[src/rtl/resize_coef_pkg.sv]
package resize_coef_pkg;
  // Strobes from the sequencer to the datapath
  typedef struct packed {
    logic latch;      // capture sizes, clear result
    logic evalAxis;   // range check and divider load for current axis
    logic divStep;    // one restoring-division step
    logic storeAxis;  // write clamped ratio of current axis
    logic axisH;      // 0: vertical, 1: horizontal
  } rszStrobe_t;
endpackage

[src/rtl/resize_coef_ctrl.sv]
module resize_coef_ctrl
  import resize_coef_pkg::*;
(
  input  logic       clk,
  input  logic       rst_n,
  input  logic       start,
  input  logic       axisErr,
  input  logic       divLast,
  output rszStrobe_t stb,
  output logic       busy,
  output logic       done
);
  typedef enum logic [2:0] {ST_IDLE, ST_CHECK, ST_DIV, ST_STORE, ST_FIN} state_t;
  state_t state;
  logic   axisHReg;
  logic   accept;

  assign accept = (state == ST_IDLE || state == ST_FIN) && start;

  always_ff @(posedge clk or negedge rst_n) begin
    if (!rst_n) begin
      state    <= ST_IDLE;
      axisHReg <= 1'b0;
    end else begin
      case (state)
        ST_IDLE, ST_FIN: begin
          if (accept) begin
            state    <= ST_CHECK;
            axisHReg <= 1'b0;
          end else begin
            state <= ST_IDLE;
          end
        end
        ST_CHECK: state <= axisErr ? ST_FIN : ST_DIV;
        ST_DIV:   if (divLast) state <= ST_STORE;
        ST_STORE: begin
          if (!axisHReg) begin
            axisHReg <= 1'b1;
            state    <= ST_CHECK;
          end else begin
            state <= ST_FIN;
          end
        end
        default: state <= ST_IDLE;
      endcase
    end
  end

  always_comb begin
    stb.latch     = accept;
    stb.evalAxis  = (state == ST_CHECK);
    stb.divStep   = (state == ST_DIV);
    stb.storeAxis = (state == ST_STORE);
    stb.axisH     = axisHReg;
  end

  assign busy = (state == ST_CHECK) || (state == ST_DIV) || (state == ST_STORE);
  assign done = (state == ST_FIN);


  done_pulse_chk: assert property (@(posedge clk) disable iff (!rst_n)
    done |=> !done || $past(start));

  done_busy_excl_chk: assert property (@(posedge clk) disable iff (!rst_n)
    done |-> !busy);

  busy_start_chk: assert property (@(posedge clk) disable iff (!rst_n)
    $rose(busy) |-> $past(start));
endmodule

[src/rtl/resize_coef_dp.sv]
module resize_coef_dp
  import resize_coef_pkg::*;
#(
  parameter int IN_W      = 13,
  parameter int OUT_W     = 11,
  parameter int MAX_IN    = 4096,
  parameter int MAX_OUT   = 1024,
  parameter int FRAC_BITS = 13,
  parameter int RATIO_W   = 14,
  parameter int DOWN_MAX  = 2,
  localparam int DOWN_W   = $clog2(DOWN_MAX + 1),
  localparam int FIELD_W  = DOWN_W + RATIO_W,
  localparam int WORD_W   = 2 * FIELD_W
) (
  input  logic              clk,
  input  logic              rst_n,
  input  rszStrobe_t        stb,
  input  logic [IN_W-1:0]   inHeight,
  input  logic [OUT_W-1:0]  outHeight,
  input  logic [IN_W-1:0]   inWidth,
  input  logic [OUT_W-1:0]  outWidth,
  output logic              axisErr,
  output logic              divLast,
  output logic              err,
  output logic [WORD_W-1:0] ctrlWord
);
  localparam int DIVD_W = IN_W + FRAC_BITS;
  localparam int CNT_W  = $clog2(DIVD_W);
  localparam int REM_W  = OUT_W + 1;

  logic [IN_W-1:0]    inVReg, inHReg, curIn, work;
  logic [OUT_W-1:0]   outVReg, outHReg, curOut, divisorReg;
  logic [DOWN_W-1:0]  dnComb, dnReg;
  logic [DIVD_W-1:0]  quoReg;
  logic [REM_W-1:0]   remReg, shifted;
  logic [CNT_W-1:0]   stepCnt;
  logic [FIELD_W-1:0] vField, curField;
  logic [RATIO_W-1:0] ratio;
  logic               ovf, errReg;
  logic [WORD_W-1:0]  wordReg;

  assign curIn  = stb.axisH ? inHReg  : inVReg;
  assign curOut = stb.axisH ? outHReg : outVReg;

  // Range checks on the current axis, 32-bit arithmetic
  assign axisErr = (32'(curIn) > MAX_IN) || (32'(curOut) > MAX_OUT) ||
                   ((32'(curOut) << 2) < 32'(curIn)) ||
                   (curOut <= OUT_W'(1)) || (curIn == '0);

  // Pre-halving: at most DOWN_MAX steps
  always_comb begin
    work   = curIn;
    dnComb = '0;
    for (int k = 0; k < DOWN_MAX; k++) begin
      if ((32'(work) > MAX_OUT) || (32'(work) >= 32'(curOut) * 2)) begin
        work   = work >> 1;
        dnComb = dnComb + 1'b1;
      end
    end
  end

  assign shifted = {remReg[OUT_W-1:0], quoReg[DIVD_W-1]};
  assign divLast = (stepCnt == CNT_W'(DIVD_W - 1));
  assign ovf     = |quoReg[DIVD_W-1:RATIO_W];
  assign ratio   = ovf ? {RATIO_W{1'b1}} : quoReg[RATIO_W-1:0];
  assign curField = {dnReg, ratio};

  always_ff @(posedge clk or negedge rst_n) begin
    if (!rst_n) begin
      inVReg <= '0; inHReg <= '0; outVReg <= '0; outHReg <= '0;
      divisorReg <= '0; dnReg <= '0; quoReg <= '0; remReg <= '0;
      stepCnt <= '0; vField <= '0; errReg <= 1'b0; wordReg <= '0;
    end else begin
      if (stb.latch) begin
        inVReg  <= inHeight;  outVReg <= outHeight;
        inHReg  <= inWidth;   outHReg <= outWidth;
        errReg  <= 1'b0;
        wordReg <= '0;
      end
      if (stb.evalAxis) begin
        if (axisErr) begin
          errReg <= 1'b1;
        end else begin
          quoReg     <= DIVD_W'(work - 1'b1) << FRAC_BITS;
          remReg     <= '0;
          divisorReg <= curOut - 1'b1;
          dnReg      <= dnComb;
          stepCnt    <= '0;
        end
      end
      if (stb.divStep) begin
        stepCnt <= stepCnt + 1'b1;
        if (shifted >= {1'b0, divisorReg}) begin
          remReg <= shifted - {1'b0, divisorReg};
          quoReg <= {quoReg[DIVD_W-2:0], 1'b1};
        end else begin
          remReg <= shifted;
          quoReg <= {quoReg[DIVD_W-2:0], 1'b0};
        end
      end
      if (stb.storeAxis) begin
        if (!stb.axisH) vField  <= curField;
        else            wordReg <= {vField, curField};
      end
    end
  end

  assign err      = errReg;
  assign ctrlWord = wordReg;


  rem_below_divisor_chk: assert property (@(posedge clk) disable iff (!rst_n)
    stb.divStep |=> remReg < {1'b0, divisorReg});

  down_limit_chk: assert property (@(posedge clk) disable iff (!rst_n)
    stb.evalAxis && !axisErr |=> 32'(dnReg) <= DOWN_MAX);
endmodule

[src/rtl/resize_coef_unit.sv]
module resize_coef_unit
  import resize_coef_pkg::*;
#(
  parameter int IN_W      = 13,
  parameter int OUT_W     = 11,
  parameter int MAX_IN    = 4096,
  parameter int MAX_OUT   = 1024,
  parameter int FRAC_BITS = 13,
  parameter int RATIO_W   = 14,
  parameter int DOWN_MAX  = 2,
  localparam int DOWN_W   = $clog2(DOWN_MAX + 1),
  localparam int WORD_W   = 2 * (DOWN_W + RATIO_W)
) (
  input  logic              clk,
  input  logic              rst_n,
  input  logic              start,
  input  logic [IN_W-1:0]   inHeight,
  input  logic [OUT_W-1:0]  outHeight,
  input  logic [IN_W-1:0]   inWidth,
  input  logic [OUT_W-1:0]  outWidth,
  output logic              busy,
  output logic              done,
  output logic              err,
  output logic [WORD_W-1:0] ctrlWord
);
  rszStrobe_t stb;
  logic axisErr, divLast;

  resize_coef_ctrl u_ctrl (
    .clk(clk), .rst_n(rst_n), .start(start), .axisErr(axisErr),
    .divLast(divLast), .stb(stb), .busy(busy), .done(done)
  );

  resize_coef_dp #(
    .IN_W(IN_W), .OUT_W(OUT_W), .MAX_IN(MAX_IN), .MAX_OUT(MAX_OUT),
    .FRAC_BITS(FRAC_BITS), .RATIO_W(RATIO_W), .DOWN_MAX(DOWN_MAX)
  ) u_dp (
    .clk(clk), .rst_n(rst_n), .stb(stb), .inHeight(inHeight),
    .outHeight(outHeight), .inWidth(inWidth), .outWidth(outWidth),
    .axisErr(axisErr), .divLast(divLast), .err(err), .ctrlWord(ctrlWord)
  );


  err_word_chk: assert property (@(posedge clk) disable iff (!rst_n)
    done && err |-> ctrlWord == '0);

  hold_word_chk: assert property (@(posedge clk) disable iff (!rst_n)
    !busy && !start |=> $stable(ctrlWord) && $stable(err));
endmodule

[config.mk]
export PLATFORM = sky130hd
export DESIGN_NAME = resize_coef_unit
export DESIGN_NICKNAME = d
export VERILOG_FILES = /design/src/rtl/resize_coef_pkg.sv /design/src/rtl/resize_coef_ctrl.sv /design/src/rtl/resize_coef_dp.sv /design/src/rtl/resize_coef_unit.sv
export SDC_FILE = /design/constraint.sdc
export NUM_CORES = 1
export LEC_CHECK = 0
export ABC_CLOCK_PERIOD_IN_PS = 8400
export BUFFER_PORTS_ARGS = -buffer_cell sky130_fd_sc_hd__buf_2
export CELL_PAD_IN_SITES_DETAIL_PLACEMENT = 0
export CELL_PAD_IN_SITES_GLOBAL_PLACEMENT = 1
export CORE_MARGIN = 3
export CORE_UTILIZATION = 46
export CTS_CLUSTER_SIZE = 30
export DETAILED_ROUTE_END_ITERATION = 12
export PLACE_DENSITY = 0.82
export REMOVE_ABC_BUFFERS = 1
export SYNTH_ARGS = -nofsm -noshare
export SYNTH_HDL_FRONTEND = slang
export SYNTH_SLANG_ARGS = --single-unit
[constraint.sdc]
create_clock -name clk -period 8.4 [get_ports clk]
set_input_delay 1.26 -clock clk [delete_from_list [all_inputs] [get_ports clk]]
set_output_delay 1.26 -clock clk [all_outputs]
set_load 0.02 [all_outputs]
; After elaboration in Yosys (flattened, before gate mapping)
; Index checks and enable logic that the tools add are counted.
[word_totals]
regBits = 156
input_bits = 51
out_inout_bits = 35
word_cells = 89
[op_classes]
addsub = 5
n_lt_le_gt_ge = 9
eq_ne = 8
mux = 31
bitwise_logic = 2
reduce_logical = 20
[op_table]
columns = cell, n
row1 = $mux W32, 3
row2 = $mux W26, 3
row3 = $mux W11, 5
row4 = $mux W13, 3
row5 = $ge A13 B12 Y1, 2
row6 = $gt A13 B11 Y1 const B, 2
row7 = $mux W5, 3
row8 = $mux W14, 1
row9 = $gt A13 B13 Y1 const B, 1
row10 = $logic_not A13 Y1, 1
row11 = $lt A13 B13 Y1, 1
row12 = $sub A13 B1 Y13 const B, 1
row13 = $ge A12 B11 Y1, 1
row14 = $pmux W3 S4, 1
row15 = $reduce_or A12 Y1, 1
row16 = $gt A11 B11 Y1 const B, 1
row17 = $le A11 B1 Y1 const B, 1
row18 = $sub A11 B1 Y11 const B, 1
row19 = $sub A11 B11 Y11, 1
row20 = $logic_or A1 B1 Y1, 9
row21 = $mux W3, 3
row22 = $reduce_and A2 Y1, 4
row23 = $mux W1, 7
row24 = $eq A3 B2 Y1 const B, 2
row25 = 14 further kinds, 17

; Logic depth before layout (Yosys ltp)
[depth]
ltp_word = 11
mapped_depth = 35
mapped_depth_nobuf = 26

; Modules after synthesis
; From an unflattened synthesis, not the netlist that was laid out.
[unflattened]
hier_cells = 960
area_unflattened_um2 = 9095.0
[by_module_without_submodules]
columns = module, instances, cells_each, area_per_inst_um2, seq_area_each_um2
row1 = resize_coef_dp, 1, 932, 8848.5, 3803.6
row2 = resize_coef_ctrl, 1, 28, 246.5, 100.1

; Worst setup path before layout
; No wires, ideal clock.
[synth_timing]
path_type = reg-to-reg
start = reg u_ctrl.axisHReg
end = reg u_dp.quoReg[23]
setup_time_ns = 0.120
t_arrival_ns = 7.577
required_ns = 8.280
path_slack_ns = 0.704
stages_incl_launch_ff = 33
n_path_buf = 9
synth_period_minus_slack_ns = 7.696
path_cell_list = dfrtp_1 -> buf_4 -> buf_2 -> buf_2 -> buf_1 -> clkbuf_1 -> clkbuf_1 -> mux2i_1 -> ha_1 -> nor2b_1 -> a311o_1 -> a211oi_1 -> o221a_4 -> inv_2 -> clkbuf_1 -> clkbuf_1 -> a21oi_1 -> ha_1 -> o21a_1 -> o21a_1 -> o21ai_0 -> a21oi_1 -> o31ai_1 -> a21oi_2 -> nor2_2 -> clkbuf_1 -> nor2_1 -> a21oi_1 -> ha_1 -> o2111ai_1 -> or3b_4 -> nand3b_1 -> a31o_1
[synth_between]
elab_chain_cells = 11
elab_cells_between_ends = 25
classes_between = add/sub (1) / order compare (8) / eq/ne (1) / mux (7) / reduce/logical (8)
[synth_lines]
columns = element, line
row1 = "start, declared", resize_coef_ctrl.sv:15  ; logic axisHReg;
row2 = "start signal, assigned", resize_coef_ctrl.sv:23  ; axisHReg <= 1'b0;
row3 = "start signal, assigned", resize_coef_ctrl.sv:29  ; axisHReg <= 1'b0;
row4 = "start signal, assigned", resize_coef_ctrl.sv:38  ; axisHReg <= 1'b1;
row5 = $mux W13 or $mux W11 (tied branches), "resize_coef_dp.sv:42, resize_coef_dp.sv:43"
row6 = $gt A13 B11 Y1 or $ge A13 B12 Y1 (tied branches), resize_coef_dp.sv:55  ; if ((32'(work) > MAX_OUT) || (32'(work) >= 32'(curOut) * 2)) begin
row7 = $logic_or A1 B1 Y1, resize_coef_dp.sv:55
row8 = $mux W13, resize_coef_dp.sv:55
row9 = $gt A13 B11 Y1 or $ge A13 B12 Y1 (tied branches), resize_coef_dp.sv:55
row10 = $logic_or A1 B1 Y1, resize_coef_dp.sv:55
row11 = $mux W13, resize_coef_dp.sv:55
row12 = $sub A13 B1 Y13, resize_coef_dp.sv:84  ; quoReg <= DIVD_W'(work - 1'b1) << FRAC_BITS;
row13 = $mux W26, resize_coef_dp.sv:81  ; if (axisErr) begin
row14 = $mux W26, resize_coef_dp.sv:80  ; if (stb.evalAxis) begin
row15 = $mux W26, resize_coef_dp.sv:91  ; if (stb.divStep) begin
row16 = "end signal, assigned", resize_coef_dp.sv:84
row17 = "end signal, assigned", resize_coef_dp.sv:95  ; quoReg <= {quoReg[DIVD_W-2:0], 1'b1};
row18 = "end signal, assigned", resize_coef_dp.sv:98  ; quoReg <= {quoReg[DIVD_W-2:0], 1'b0};
row19 = "end, declared", resize_coef_dp.sv:34  ; logic [DIVD_W-1:0] quoReg;
; Parallel ways exist; a longest one is shown, timed or not. The select of a mux whose other input is x is not followed.
; A chain may end at the register's enable or synchronous reset.

; Final worst setup path
; Same ends and word-level chain as after synthesis.

==> flow_summary.toml <==
[worst_setup_path]
required_ns = 8.72
cp_num_buf_inv = 3
critical-path-top-delay-family = "compound AO/OA/AOI/OAI gates"
path_class = "flip-flop to flip-flop"
critPathCaptureType = "flip-flop"
critPathArrivalTime_ns = 7.93
crit_chain = "buf_4 -> mux2i_1 -> ha_1 -> a21oi_1 -> o21ai_0 -> a2111oi_1 -> o221a_4 -> inv_2 -> a21oi_1 -> ha_1 -> o21a_1 -> o21ai_0 -> a21oi_1 -> o31ai_1 -> a21oi_2 -> nor2_2 -> inv_1 -> a21oi_1 -> ha_1 -> o2111ai_1 -> or3b_4 -> nand3b_1 -> a31o_1"
cpPeakStageDelay_ns = 0.82
crit_path_start_kind = "flip-flop"
critPathMaxFanout = 33
slowest_stage = "dfrtp_2"
crit_top_cell = "a21oi_1"

[yosys]
synthCells = 932
synth-main-ff-cell = "dfrtp_1"
syn_area_per_cell_um2 = 9.44
ys_warn_count = 0
synth_top_area_share_pct = 44.4
ys_ff_latch = 156
synth_edf_count = 0
synth_cell_types = 61
async_flop_share_pct = 100
yosys-top-cells-area = "dfrtp_1, ha_1, mux2_2, o21ai_0, nand2_1"
synth_area_leader_cell = "dfrtp_1"
synth.yosys.seq_area_share_pct = 44.4
syn_area_um2 = 8800

[pwr]
power_frac_seq_pct = 26.9
ir_drop_v = 0.000260
switching_share_pct = 45.9
intPower_mw = 2.45
switchingPower_mw = 2.08
power-per-cell-area_nw_per_um2 = 451
power_mw = 4.52
p_clk_share_pct = 16.8
p_comb_share_pct = 56.4
p_leak_nw = 4.77

[cells_and_area]
nNetsFinal = 1103
fin_util_pct = 54.5
diodes = 0
syn_to_final_growth_pct = 14.0
drive_gt1_share_pct = 19.7
num-fill-cells = 1708

[clock_tree]
cts_buffer_depth = 2
cts_tree = "built"
cts_resized = 0
cts_sinks = 156
clock_latency_ns = 0.44
ctsHoldBuffers = 0
path_clk_slew_ns = 0.07
htree_levels = 4
cts_made_buffers = 17
cts_root_buf = "clkbuf_16"
cts_setup_buffers = 0

[timing]
setup_violations = 0
skew_ns = 0.0102
worstMarginPinSlew_ns = 1.11
hold_slack_ns = 0.465
finalHoldViolCount = 0
tns_ns = 0
maxSlewHeadroom_pct = 25.8
slew_violations = 0
rsz0062_at_grt = "no"
min_period_ns = 7.61
post-route-period-util_pct = 90.6
fmax_ghz = 0.131

[route]
ant_nets = 0
drc_errors = 0
post_drt_wl_per_cell_um = 17.1
via_per_inst = 5.64
wl_mm = 21.3
drt_pass1_iterations = 8
vias = 7011
first_iter_violations = 536

[die]
die_h_um = 144
design.die.area_um2 = 20800
ios = 86
core-area_um2 = 18400
rows = 49
start_util_pct = 47.8
die_w_um = 144

[global_route]
overflow = 0
grt_pass1_wl_mm = 34.6
track_usage_pct = 21.1
grt_max_degree = 97
first_global_vias = 6655
antenna_found_initial = 0

[place]
portBuffers = 85
dp_hpwl_mm = 15.4
routabilityCongestion = 0.921

[status]
status = "complete, no violations"

[flow_run]
drv_cap = 0

[worst_hold_path]
hp-class = "flip-flop to flip-flop"
==> final timing paths <==
path | from | end | slack (ns) | depth (start not counted)
min in group asynchronous | rst_n | u_dp.remReg[4]$_DFFE_PN0P_ | 0.92 | 1
max in group asynchronous | rst_n | u_ctrl.axisHReg$_DFFE_PN0P_ | 6.17 | 2
hold / removal | u_dp.vField[14]$_DFFE_PN0P_ | u_dp.ctrlWord[30]$_DFF_PN0_ | 0.47 | 2
setup / recovery | u_ctrl.axisHReg$_DFFE_PN0P_ | u_dp.quoReg[23]$_DFFE_PN0P_ | 0.79 | 23
setup reg to reg | u_ctrl.axisHReg$_DFFE_PN0P_ | u_dp.quoReg[23]$_DFFE_PN0P_ | 0.79 | 23
hold reg to reg | u_dp.vField[14]$_DFFE_PN0P_ | u_dp.ctrlWord[30]$_DFF_PN0_ | 0.47 | 2
==> flip-flops by register name, indices dropped and copies added, names as in the netlist, 13 cells and up <==
| register | count |
|---|---|
| u_dp.quoReg | 26 |
| u_dp.ctrlWord | 32 |
| u_dp.inVReg | 13 |
| u_dp.inHReg | 13 |
| u_dp.vField | 16 |
==> routing by layer <==
metal	GRT usage, %	vias up	part of all wire [%]
met5	0	-	0
met4	5.50	0	1.3
met3	4.70	27	4.8
met2	32.9	174	46
met1	29.9	3368	48
li1	-	3442	-
==> power by group through the flow <==
| stage | Sequential (mW) | Combinational, mW | Clock, mW |
|---|---|---|---|
| final | 1.22 | 2.55 | 0.759 |
| after global routing | 1.25 | 2.85 | 0.811 |
| after CTS | 1.22 | 2.53 | 0.778 |
| after detailed placement | 1.23 | 2.51 | 0 |
| after global placement | 1.22 | 2.51 | 0 |
| after floorplan | 1.17 | 1.86 | 0 |
==> cells in the mapped netlist (2+ instances only) <==
cell type / number
or3_1: 5
o41ai_1: 2
and2_1: 6
o311ai_1: 2
nand4_1: 9
or4_1: 2
and3_1: 3
o31ai_1: 5
inv_1: 44
mux2_2: 54
buf_2: 2
o2111ai_1: 6
nor2_1: 73
o211ai_1: 4
nor2b_1: 9
o21ai_1: 2
clkbuf_1: 44
buf_1: 2
ha_1: 50
nor3_1: 10
xor2_1: 3
o21a_1: 7
o21ai_0: 82
o32ai_1: 4
a211oi_1: 5
a21oi_2: 2
mux2i_1: 37
a21o_1: 11
nor4_1: 9
a21oi_1: 45
a22oi_1: 12
nor3b_1: 3
dfrtp_1: 156
nand2_1: 106
nand2b_1: 9
a221o_1: 2
a21boi_0: 3
xnor2_1: 17
nand3_1: 63
==> logic make-up after synthesis <==
kind of cell / synth area share [%]
simple gates: 16.6
flops: 44.4
fa+ha+maj: 7.34
xor+xnor: 1.99
mux: 11.4
buf+inv: 4.08
compound gates: 14.2
==> metrics by stage <==
step	setup slack, ns	instance area (um2)	cells
2_1_floorplan	1.36	8610	883
3_3_place_gp	1.11	9450	1211
3_5_place_dp	0.957	9450	1211
4_1_cts	0.854	10000	1243
5_1_grt	0.212	10000	1243
6_report	0.787	10000	1243
==> tightest hold or removal path, delay by kind of cell, from the launching register on <==
family           cells  cell delay [ns]
and+or+nand+nor      2             0.10
DFF                  1             0.34
==> cell usage in the layout, fill, tap and decap left out, types with 4 or more instances in the layout <==
cell type / n
dfrtp_1: 155
nand2_1: 105
buf_2: 84
o21ai_0: 82
nor2_1: 72
nand3_1: 63
mux2_2: 54
ha_1: 50
a21oi_1: 45
inv_1: 44
mux2i_1: 37
xnor2_1: 17
clkbuf_16: 17
buf_4: 14
a22oi_1: 12
a21o_1: 11
nor3_1: 10
nor4_1: 9
nand2b_1: 9
nand4_1: 9
nor2b_1: 7
o21a_1: 7
and2_1: 6
o2111ai_1: 6
inv_6: 6
a211oi_1: 5
or3_1: 5
o31ai_1: 5
inv_8: 5
o211ai_1: 4
o32ai_1: 4
==> final cells by class <==
type                       count  area (um2)  area share (%)
multi-input combinational    682        4550            45.4
sequential                   156        3910            38.9
timing repair buffer          99         537            5.35
clock buffer                  18         439            4.38
tap                          229         287            2.86
inverter                      45         169            1.68
clock inverter                14         141            1.41
(Power assumes the default switching activity.)
